`src/rtl/ddr_init_pkg.sv`:
```
package ddr_init_pkg;

    typedef enum logic [1:0] {
        CMD_NOP,
        CMD_PRE,
        CMD_REF,
        CMD_MRS
    } cmd_e;

    typedef struct packed {
        logic cs_n;
        logic ras_n;
        logic cas_n;
        logic we_n;
    } pins_t;

    typedef enum logic [3:0] {
        ST_PWR,
        ST_CKEUP,
        ST_PREA1,
        ST_EMRS,
        ST_MRS_DLL,
        ST_PREA2,
        ST_REF,
        ST_MRS_FIN,
        ST_GAP,
        ST_READY,
        ST_USR_MRS
    } state_e;

    function automatic pins_t encode_cmd(cmd_e c);
        pins_t p;
        case (c)
            CMD_PRE: p = '{cs_n: 1'b0, ras_n: 1'b0, cas_n: 1'b1, we_n: 1'b0};
            CMD_REF: p = '{cs_n: 1'b0, ras_n: 1'b0, cas_n: 1'b0, we_n: 1'b1};
            CMD_MRS: p = '{cs_n: 1'b0, ras_n: 1'b0, cas_n: 1'b0, we_n: 1'b0};
            default: p = '{cs_n: 1'b0, ras_n: 1'b1, cas_n: 1'b1, we_n: 1'b1};
        endcase
        return p;
    endfunction

    function automatic int at_least(int v, int lo);
        return (v < lo) ? lo : v;
    endfunction

    function automatic int max_of(int a, int b);
        return (a > b) ? a : b;
    endfunction

endpackage

```
`src/rtl/ddr_init_timer.sv`:
```
module ddr_init_timer #(
    parameter int          W       = 8,
    parameter logic [W-1:0] RST_VAL = '0
) (
    input  logic         clk,
    input  logic         rst,
    input  logic         load,
    input  logic [W-1:0] load_val,
    output logic [W-1:0] cnt,
    output logic         low
);

    always_ff @(posedge clk) begin
        if (rst) begin
            cnt <= RST_VAL;
        end else if (load) begin
            cnt <= load_val;
        end else if (cnt != '0) begin
            cnt <= cnt - W'(1);
        end
    end

    assign low = (cnt <= W'(1));

endmodule

```
`src/rtl/ddr_init_decode.sv`:
```
module ddr_init_decode
    import ddr_init_pkg::*;
#(
    parameter int                ADDR_W      = 13,
    parameter int                BA_W        = 2,
    parameter logic [ADDR_W-1:0] EMRS_VAL    = '0,
    parameter logic [ADDR_W-1:0] MRS_VAL     = '0,
    parameter int                DLL_RST_BIT = 8
) (
    input  state_e            st,
    input  logic [ADDR_W-1:0] usr_data,
    output logic              cke,
    output pins_t             pins,
    output logic [BA_W-1:0]   ba,
    output logic [ADDR_W-1:0] addr
);

    localparam logic [ADDR_W-1:0] DLL_MASK  = ADDR_W'(1) << DLL_RST_BIT;
    localparam logic [ADDR_W-1:0] PREA_ADDR = ADDR_W'(1) << 10;
    localparam logic [BA_W-1:0]   BA_EXT    = BA_W'(1);

    cmd_e cmd;

    always_comb begin
        cmd  = CMD_NOP;
        ba   = '0;
        addr = '0;
        case (st)
            ST_PREA1, ST_PREA2: begin
                cmd  = CMD_PRE;
                addr = PREA_ADDR;
            end
            ST_EMRS: begin
                cmd  = CMD_MRS;
                ba   = BA_EXT;
                addr = EMRS_VAL;
            end
            ST_MRS_DLL: begin
                cmd  = CMD_MRS;
                addr = MRS_VAL | DLL_MASK;
            end
            ST_MRS_FIN: begin
                cmd  = CMD_MRS;
                addr = MRS_VAL & ~DLL_MASK;
            end
            ST_REF: cmd = CMD_REF;
            ST_USR_MRS: begin
                cmd  = CMD_MRS;
                addr = usr_data;
            end
            default: cmd = CMD_NOP;
        endcase
    end

    assign pins = encode_cmd(cmd);
    assign cke  = (st != ST_PWR);

endmodule

```
`src/rtl/ddr_init_seq.sv`:
```
module ddr_init_seq
    import ddr_init_pkg::*;
#(
    parameter int                ADDR_W      = 13,
    parameter int                BA_W        = 2,
    parameter int                T_STABLE    = 20000,
    parameter int                T_CKE       = 2,
    parameter int                T_RP        = 3,
    parameter int                T_MRD       = 2,
    parameter int                T_RFC       = 15,
    parameter int                T_DLL       = 200,
    parameter int                N_REF       = 2,
    parameter logic [ADDR_W-1:0] EMRS_VAL    = '0,
    parameter logic [ADDR_W-1:0] MRS_VAL     = ADDR_W'(12'h032),
    parameter int                DLL_RST_BIT = 8
) (
    input  logic              clk,
    input  logic              rst,
    input  logic              mrs_req,
    input  logic [ADDR_W-1:0] mrs_data,
    input  logic              banks_idle,
    output logic              mrs_ack,
    output logic              init_done,
    output logic              cke,
    output logic              cs_n,
    output logic              ras_n,
    output logic              cas_n,
    output logic              we_n,
    output logic [BA_W-1:0]   ba,
    output logic [ADDR_W-1:0] addr
);

    localparam int STABLE_C = at_least(T_STABLE, 1);
    localparam int CKE_C    = at_least(T_CKE, 2);
    localparam int RP_C     = at_least(T_RP, 2);
    localparam int MRD_C    = at_least(T_MRD, 2);
    localparam int RFC_C    = at_least(T_RFC, 2);
    localparam int DLL_C    = at_least(T_DLL, 1);
    localparam int REF_C    = at_least(N_REF, 2);
    localparam int MAX_GAP  = max_of(max_of(CKE_C, RP_C), max_of(MRD_C, RFC_C));
    localparam int CNT_W    = $clog2(max_of(STABLE_C, MAX_GAP) + 1);
    localparam int DLL_W    = $clog2(DLL_C + 1);
    localparam int REF_W    = $clog2(REF_C + 1);

    localparam logic [CNT_W-1:0] CKE_LD = CNT_W'(CKE_C - 1);
    localparam logic [CNT_W-1:0] RP_LD  = CNT_W'(RP_C - 1);
    localparam logic [CNT_W-1:0] MRD_LD = CNT_W'(MRD_C - 1);
    localparam logic [CNT_W-1:0] RFC_LD = CNT_W'(RFC_C - 1);
    localparam logic [DLL_W-1:0] DLL_LD = DLL_W'(DLL_C - 1);

    state_e             st, st_d, ret, ret_d;
    logic               gap_load, dll_load;
    logic [CNT_W-1:0]   gap_val, gap_cnt;
    logic [DLL_W-1:0]   dll_cnt;
    logic               gap_low, dll_low;
    logic [REF_W-1:0]   ref_left;
    logic               done_q;
    pins_t              pins;

    ddr_init_timer #(
        .W       (CNT_W),
        .RST_VAL (CNT_W'(STABLE_C))
    ) u_gap_tmr (
        .clk      (clk),
        .rst      (rst),
        .load     (gap_load),
        .load_val (gap_val),
        .cnt      (gap_cnt),
        .low      (gap_low)
    );

    ddr_init_timer #(
        .W       (DLL_W),
        .RST_VAL ('0)
    ) u_dll_tmr (
        .clk      (clk),
        .rst      (rst),
        .load     (dll_load),
        .load_val (DLL_LD),
        .cnt      (dll_cnt),
        .low      (dll_low)
    );

    always_comb begin
        st_d     = st;
        ret_d    = ret;
        gap_load = 1'b0;
        gap_val  = '0;
        dll_load = 1'b0;
        case (st)
            ST_PWR: begin
                if (gap_low) st_d = ST_CKEUP;
            end
            ST_CKEUP: begin
                gap_load = 1'b1;
                gap_val  = CKE_LD;
                ret_d    = ST_PREA1;
                st_d     = ST_GAP;
            end
            ST_PREA1: begin
                gap_load = 1'b1;
                gap_val  = RP_LD;
                ret_d    = ST_EMRS;
                st_d     = ST_GAP;
            end
            ST_EMRS: begin
                gap_load = 1'b1;
                gap_val  = MRD_LD;
                ret_d    = ST_MRS_DLL;
                st_d     = ST_GAP;
            end
            ST_MRS_DLL: begin
                gap_load = 1'b1;
                gap_val  = MRD_LD;
                dll_load = 1'b1;
                ret_d    = ST_PREA2;
                st_d     = ST_GAP;
            end
            ST_PREA2: begin
                gap_load = 1'b1;
                gap_val  = RP_LD;
                ret_d    = ST_REF;
                st_d     = ST_GAP;
            end
            ST_REF: begin
                gap_load = 1'b1;
                gap_val  = RFC_LD;
                ret_d    = (ref_left == REF_W'(1)) ? ST_MRS_FIN : ST_REF;
                st_d     = ST_GAP;
            end
            ST_MRS_FIN, ST_USR_MRS: begin
                gap_load = 1'b1;
                gap_val  = MRD_LD;
                ret_d    = ST_READY;
                st_d     = ST_GAP;
            end
            ST_GAP: begin
                if (gap_low && (ret != ST_READY || dll_low)) st_d = ret;
            end
            ST_READY: begin
                if (mrs_req && banks_idle) st_d = ST_USR_MRS;
            end
            default: st_d = ST_PWR;
        endcase
    end

    always_ff @(posedge clk) begin
        if (rst) begin
            st       <= ST_PWR;
            ret      <= ST_PREA1;
            ref_left <= REF_W'(REF_C);
            done_q   <= 1'b0;
        end else begin
            st  <= st_d;
            ret <= ret_d;
            if (st == ST_REF) ref_left <= ref_left - REF_W'(1);
            if (st == ST_READY) done_q <= 1'b1;
        end
    end

    ddr_init_decode #(
        .ADDR_W      (ADDR_W),
        .BA_W        (BA_W),
        .EMRS_VAL    (EMRS_VAL),
        .MRS_VAL     (MRS_VAL),
        .DLL_RST_BIT (DLL_RST_BIT)
    ) u_dec (
        .st       (st),
        .usr_data (mrs_data),
        .cke      (cke),
        .pins     (pins),
        .ba       (ba),
        .addr     (addr)
    );

    assign cs_n      = pins.cs_n;
    assign ras_n     = pins.ras_n;
    assign cas_n     = pins.cas_n;
    assign we_n      = pins.we_n;
    assign init_done = done_q || (st == ST_READY);
    assign mrs_ack   = (st == ST_USR_MRS);

endmodule

```
`config.mk`:
```
export PLATFORM = sky130hd
export DESIGN_NAME = ddr_init_seq
export DESIGN_NICKNAME = d
export VERILOG_FILES = /design/src/rtl/ddr_init_pkg.sv /design/src/rtl/ddr_init_timer.sv /design/src/rtl/ddr_init_decode.sv /design/src/rtl/ddr_init_seq.sv
export SDC_FILE = /design/constraint.sdc
export NUM_CORES = 1
export LEC_CHECK = 0
export ABC_AREA = 1
export CAP_MARGIN = 0
export CORE_AREA = 2 2 66 68
export CTS_CLUSTER_SIZE = 20
export DETAILED_ROUTE_END_ITERATION = 12
export DIE_AREA = 0 0 68 70
export DONT_BUFFER_PORTS = 1
export GPL_TIMING_DRIVEN = 0
export PLACE_DENSITY_LB_ADDON = 0.3
export REMOVE_ABC_BUFFERS = 1
export SLEW_MARGIN = 20
export SYNTH_ARGS = -nofsm -noshare
export SYNTH_HDL_FRONTEND = slang
export SYNTH_SLANG_ARGS = --single-unit
```
`constraint.sdc`:
```
create_clock -name clk -period 2.2 [get_ports clk]
set_clock_uncertainty 0.2 [all_clocks]
set_input_delay 0.11 -clock clk [delete_from_list [all_inputs] [get_ports clk]]
set_output_delay 0.11 -clock clk [all_outputs]
set_load 0.01 [all_outputs]
```
==> metrics.txt <==
Post-Synth Simple-Gate Area=0.4049; top cells by count, synth=73 x nand2_1, 63 x nor2_1, 45 x inv_1; final wirelength=4744 um; vias in the first global route=1875; r2r endpoint=u_gap_tmr.cnt[0]; Finished Cell Area=0.002352 mm2; All-Layer GR Usage=0.2258; Clock Path Buffers=2; leakage power=1.169 nW; DRC viols=0; placer congestion estimate=0.9246; vias=2040; dpl hpwl=3490 um; Yosys cell types=35; Synth Area in XOR/XNOR=0.03180; row cnt=24; Setup CP Type=register to primary output; H-tree Lvls=2; Syn Area/Cell=6.424 um2; Max IR drop VDD=0.0005016 V; Yosys top cell by area=dfxtp_1; Seq/Total Area, Yosys=0.3089; gr busiest metal=met2; Synth top area share=0.3089; maxcap violations=0; Worst Hold Class=input pin to register; CTS clk-pin slew, worst paths=0.07 ns; share of cells above drive strength 1=0.1182; Clock Latency Late Sink=0.29 ns; Startpoint Class=register; Clock Root Buffer=clkbuf_8; Hold Path Depth=2; crit share post-route=0.9316; critical path endpoint category=primary output; DIE AREA=0.004760 mm2; met2 Use GR=0.3549; count leader, synth=nand2_1; Worst EP arrival=1.74 ns; cts bufs inserted=5; Horiz. Die Dim=68 um; worst hold endpoint=ret[1]; filler cell count=414; Max Transition Viols Final=0; die extent in y=70 um; reg2reg start=st[2]; grt total ovfl=0; Iter 0 DRT Violations=89; Synth Area in Compound Gates=0.09767; largest net degree at the start of global routing=20; power per cell area=785.7 mW/mm2; Tmin final=2.049 ns; largest family of logic cells by synthesized area=simple AND/OR/NAND/NOR gates; Yosys Warn Count=0; vias per inst=5.113; area share of fa/ha/maj cells after synthesis=0.03975; total negative setup slack=0 ns; nets=370; post-synthesis cell area=0.002203 mm2; reg2reg path depth=7; M3 GR Usage=0.04670; Post-Place Cells=389; Initial Util=0.5317; Worst Setup SP=st[2]; Final Hold Fails=0; num ports=39; Post-DRT Antenna Nets=0; Pwr Total=0.001848 W; synthesis-to-layout area growth=6.758%; dpl cell area=0.002223 mm2; Hold Crit Start=rst; setup bufs post-CTS=0; CTS tree=yes; RSZ-0062 raised after global routing=false; Fmax=0.4879 GHz; Layout Cells excl Fill=399; ranking of synthesized cells by area=dfxtp_1 31%, nand2_1 12%, nor2_1 11%; status=finished clean; CP required=1.89 ns; I/O Buffers=0; Core Area=0.004144 mm2; slew margin rel.=0.4526; worst-margin pin slew=0.8183 ns; Synth Register Bits=34; Crit Path Max Fanout=10; first-pass GRT wire length=8286 um; initial antenna violation count=0; routed len/inst=11.89 um; CTS sink cnt=34; r2r setup slk=0.32 ns; Final Setup Violations=0; EDFF count, synth=0; GR Util met1=0.3017; ANT cells=0; post-synthesis mux area share=0; Mapped Cells=343; ys async rst share=0; Top FF cell, synth=dfxtp_1; DRT Pass-1 Iters=4
==> logic make-up (layout without fill, tap and decap cells) <==
| logic type | Yosys count | count (layout) |
|---|---|---|
| other cells | 1 | 2 |
| buf+inv | 61 | 64 |
| compound gates | 34 | 34 |
| fa+ha+maj | 7 | 7 |
| flops | 34 | 34 |
| xor+xnor | 8 | 8 |
| simple gates | 198 | 198 |
==> routing by layer <==
metal / vias up / part of all wire / routed length [um]
met5: - / 0 / 0
met4: 0 / 0.017 / 82
met3: 9 / 0.055 / 263
met2: 65 / 0.47 / 2251
met1: 893 / 0.45 / 2146
li1: 1073 / - / -
==> area by class of cell <==
| class | count | area, um2 | share of cell area |
|---|---|---|---|
| clock inverters | 3 | 40.04 | 0.01702 |
| repair buffers | 2 | 20.02 | 0.008511 |
| well taps | 52 | 65.06 | 0.02766 |
| clock buffers | 5 | 68.82 | 0.02926 |
| multi-input cells | 249 | 1272 | 0.5410 |
| inverters | 54 | 205.2 | 0.08723 |
| flip-flops and latches | 34 | 680.7 | 0.2894 |
==> per-stage QoR <==
step | worst slack, ns | hold WS [ns] | utilization
final | 0.1506 | 0.01229 | 0.5676
after global routing | 0.02197 | 0.04110 | 0.5676
after CTS | 0.1291 | 0.009068 | 0.5676
after detailed placement | 0.3674 | -0.01985 | 0.5365
after global placement | 0.4113 | -0.02163 | 0.5365
after floorplan | 0.6108 | -0.02756 | -
==> registers in the layout, indices dropped and copies added (netlist names) <==
name / cells
ref_left: 2
u_gap_tmr.cnt: 15
u_dll_tmr.cnt: 8
done_q: 1
st: 4
ret: 4
==> critical path, cell delays in order, from the launching register on <==
cell and delay [ns]:
dfxtp_1 0.54, nor2_2 0.13, nand2_2 0.19, o21ai_0 0.12
nor2_1 0.19, inv_1 0.10, nor2_1 0.19
==> worst max path at each step <==
stage | cells past startpoint | slack (ns) | to
after CTS | 6 | 0.13 | we_n
after global routing | 6 | 0.02 | we_n
after detailed placement | 7 | 0.37 | u_gap_tmr.cnt[0]
after global placement | 7 | 0.41 | u_gap_tmr.cnt[0]
after floorplan | 9 | 0.61 | st[0]
final | 6 | 0.15 | we_n
==> layout by cell type (no fill, tap or decap) <==
master | synthesis | final
nand2_1 | 73 | 73
nor2_1 | 63 | 63
inv_1 | 45 | 45
dfxtp_1 | 34 | 34
nand3_1 | 30 | 30
a21oi_1 | 14 | 14
o21ai_0 | 10 | 10
inv_2 | 8 | 8
nor2_2 | 8 | 8
xor2_1 | 7 | 7
ha_1 | 7 | 7
nor3_1 | 6 | 6
nand2_2 | 5 | 5
clkbuf_8 | 0 | 5
nand4_1 | 4 | 4
o211ai_1 | 3 | 3
nand3_2 | 2 | 2
nor3_2 | 2 | 2
o21bai_1 | 2 | 2
conb_1 | 1 | 2
clkinv_2 | 0 | 2
dlygate4sd3_1 | 0 | 2
o21ai_4 | 1 | 1
nand3_4 | 1 | 1
inv_4 | 1 | 1
o211ai_2 | 1 | 1
nor3b_1 | 1 | 1
xnor2_1 | 1 | 1
nand4_2 | 1 | 1
nor2_4 | 1 | 1
nor4_1 | 1 | 1
a21oi_2 | 1 | 1
o31ai_1 | 1 | 1
a31oi_2 | 1 | 1
bufinv_16 | 0 | 1
==> power breakdown <==
group	internal (W)	leakage [nW]	total (W)	switching (W)
Clock	0.000333	0.0579	0.000574	0.000240
Combinational	0.000194	0.834	0.000528	0.000334
Sequential	0.000693	0.278	0.000747	0.0000533
Total	0.00122	1.17	0.00185	0.000627
==> what timing repair did <==
item,CTS,global route
hold endpoints to repair,18,0
hold buffers,2,0
gates resized for setup,0,0
Power figures use the tool's default switching activity.
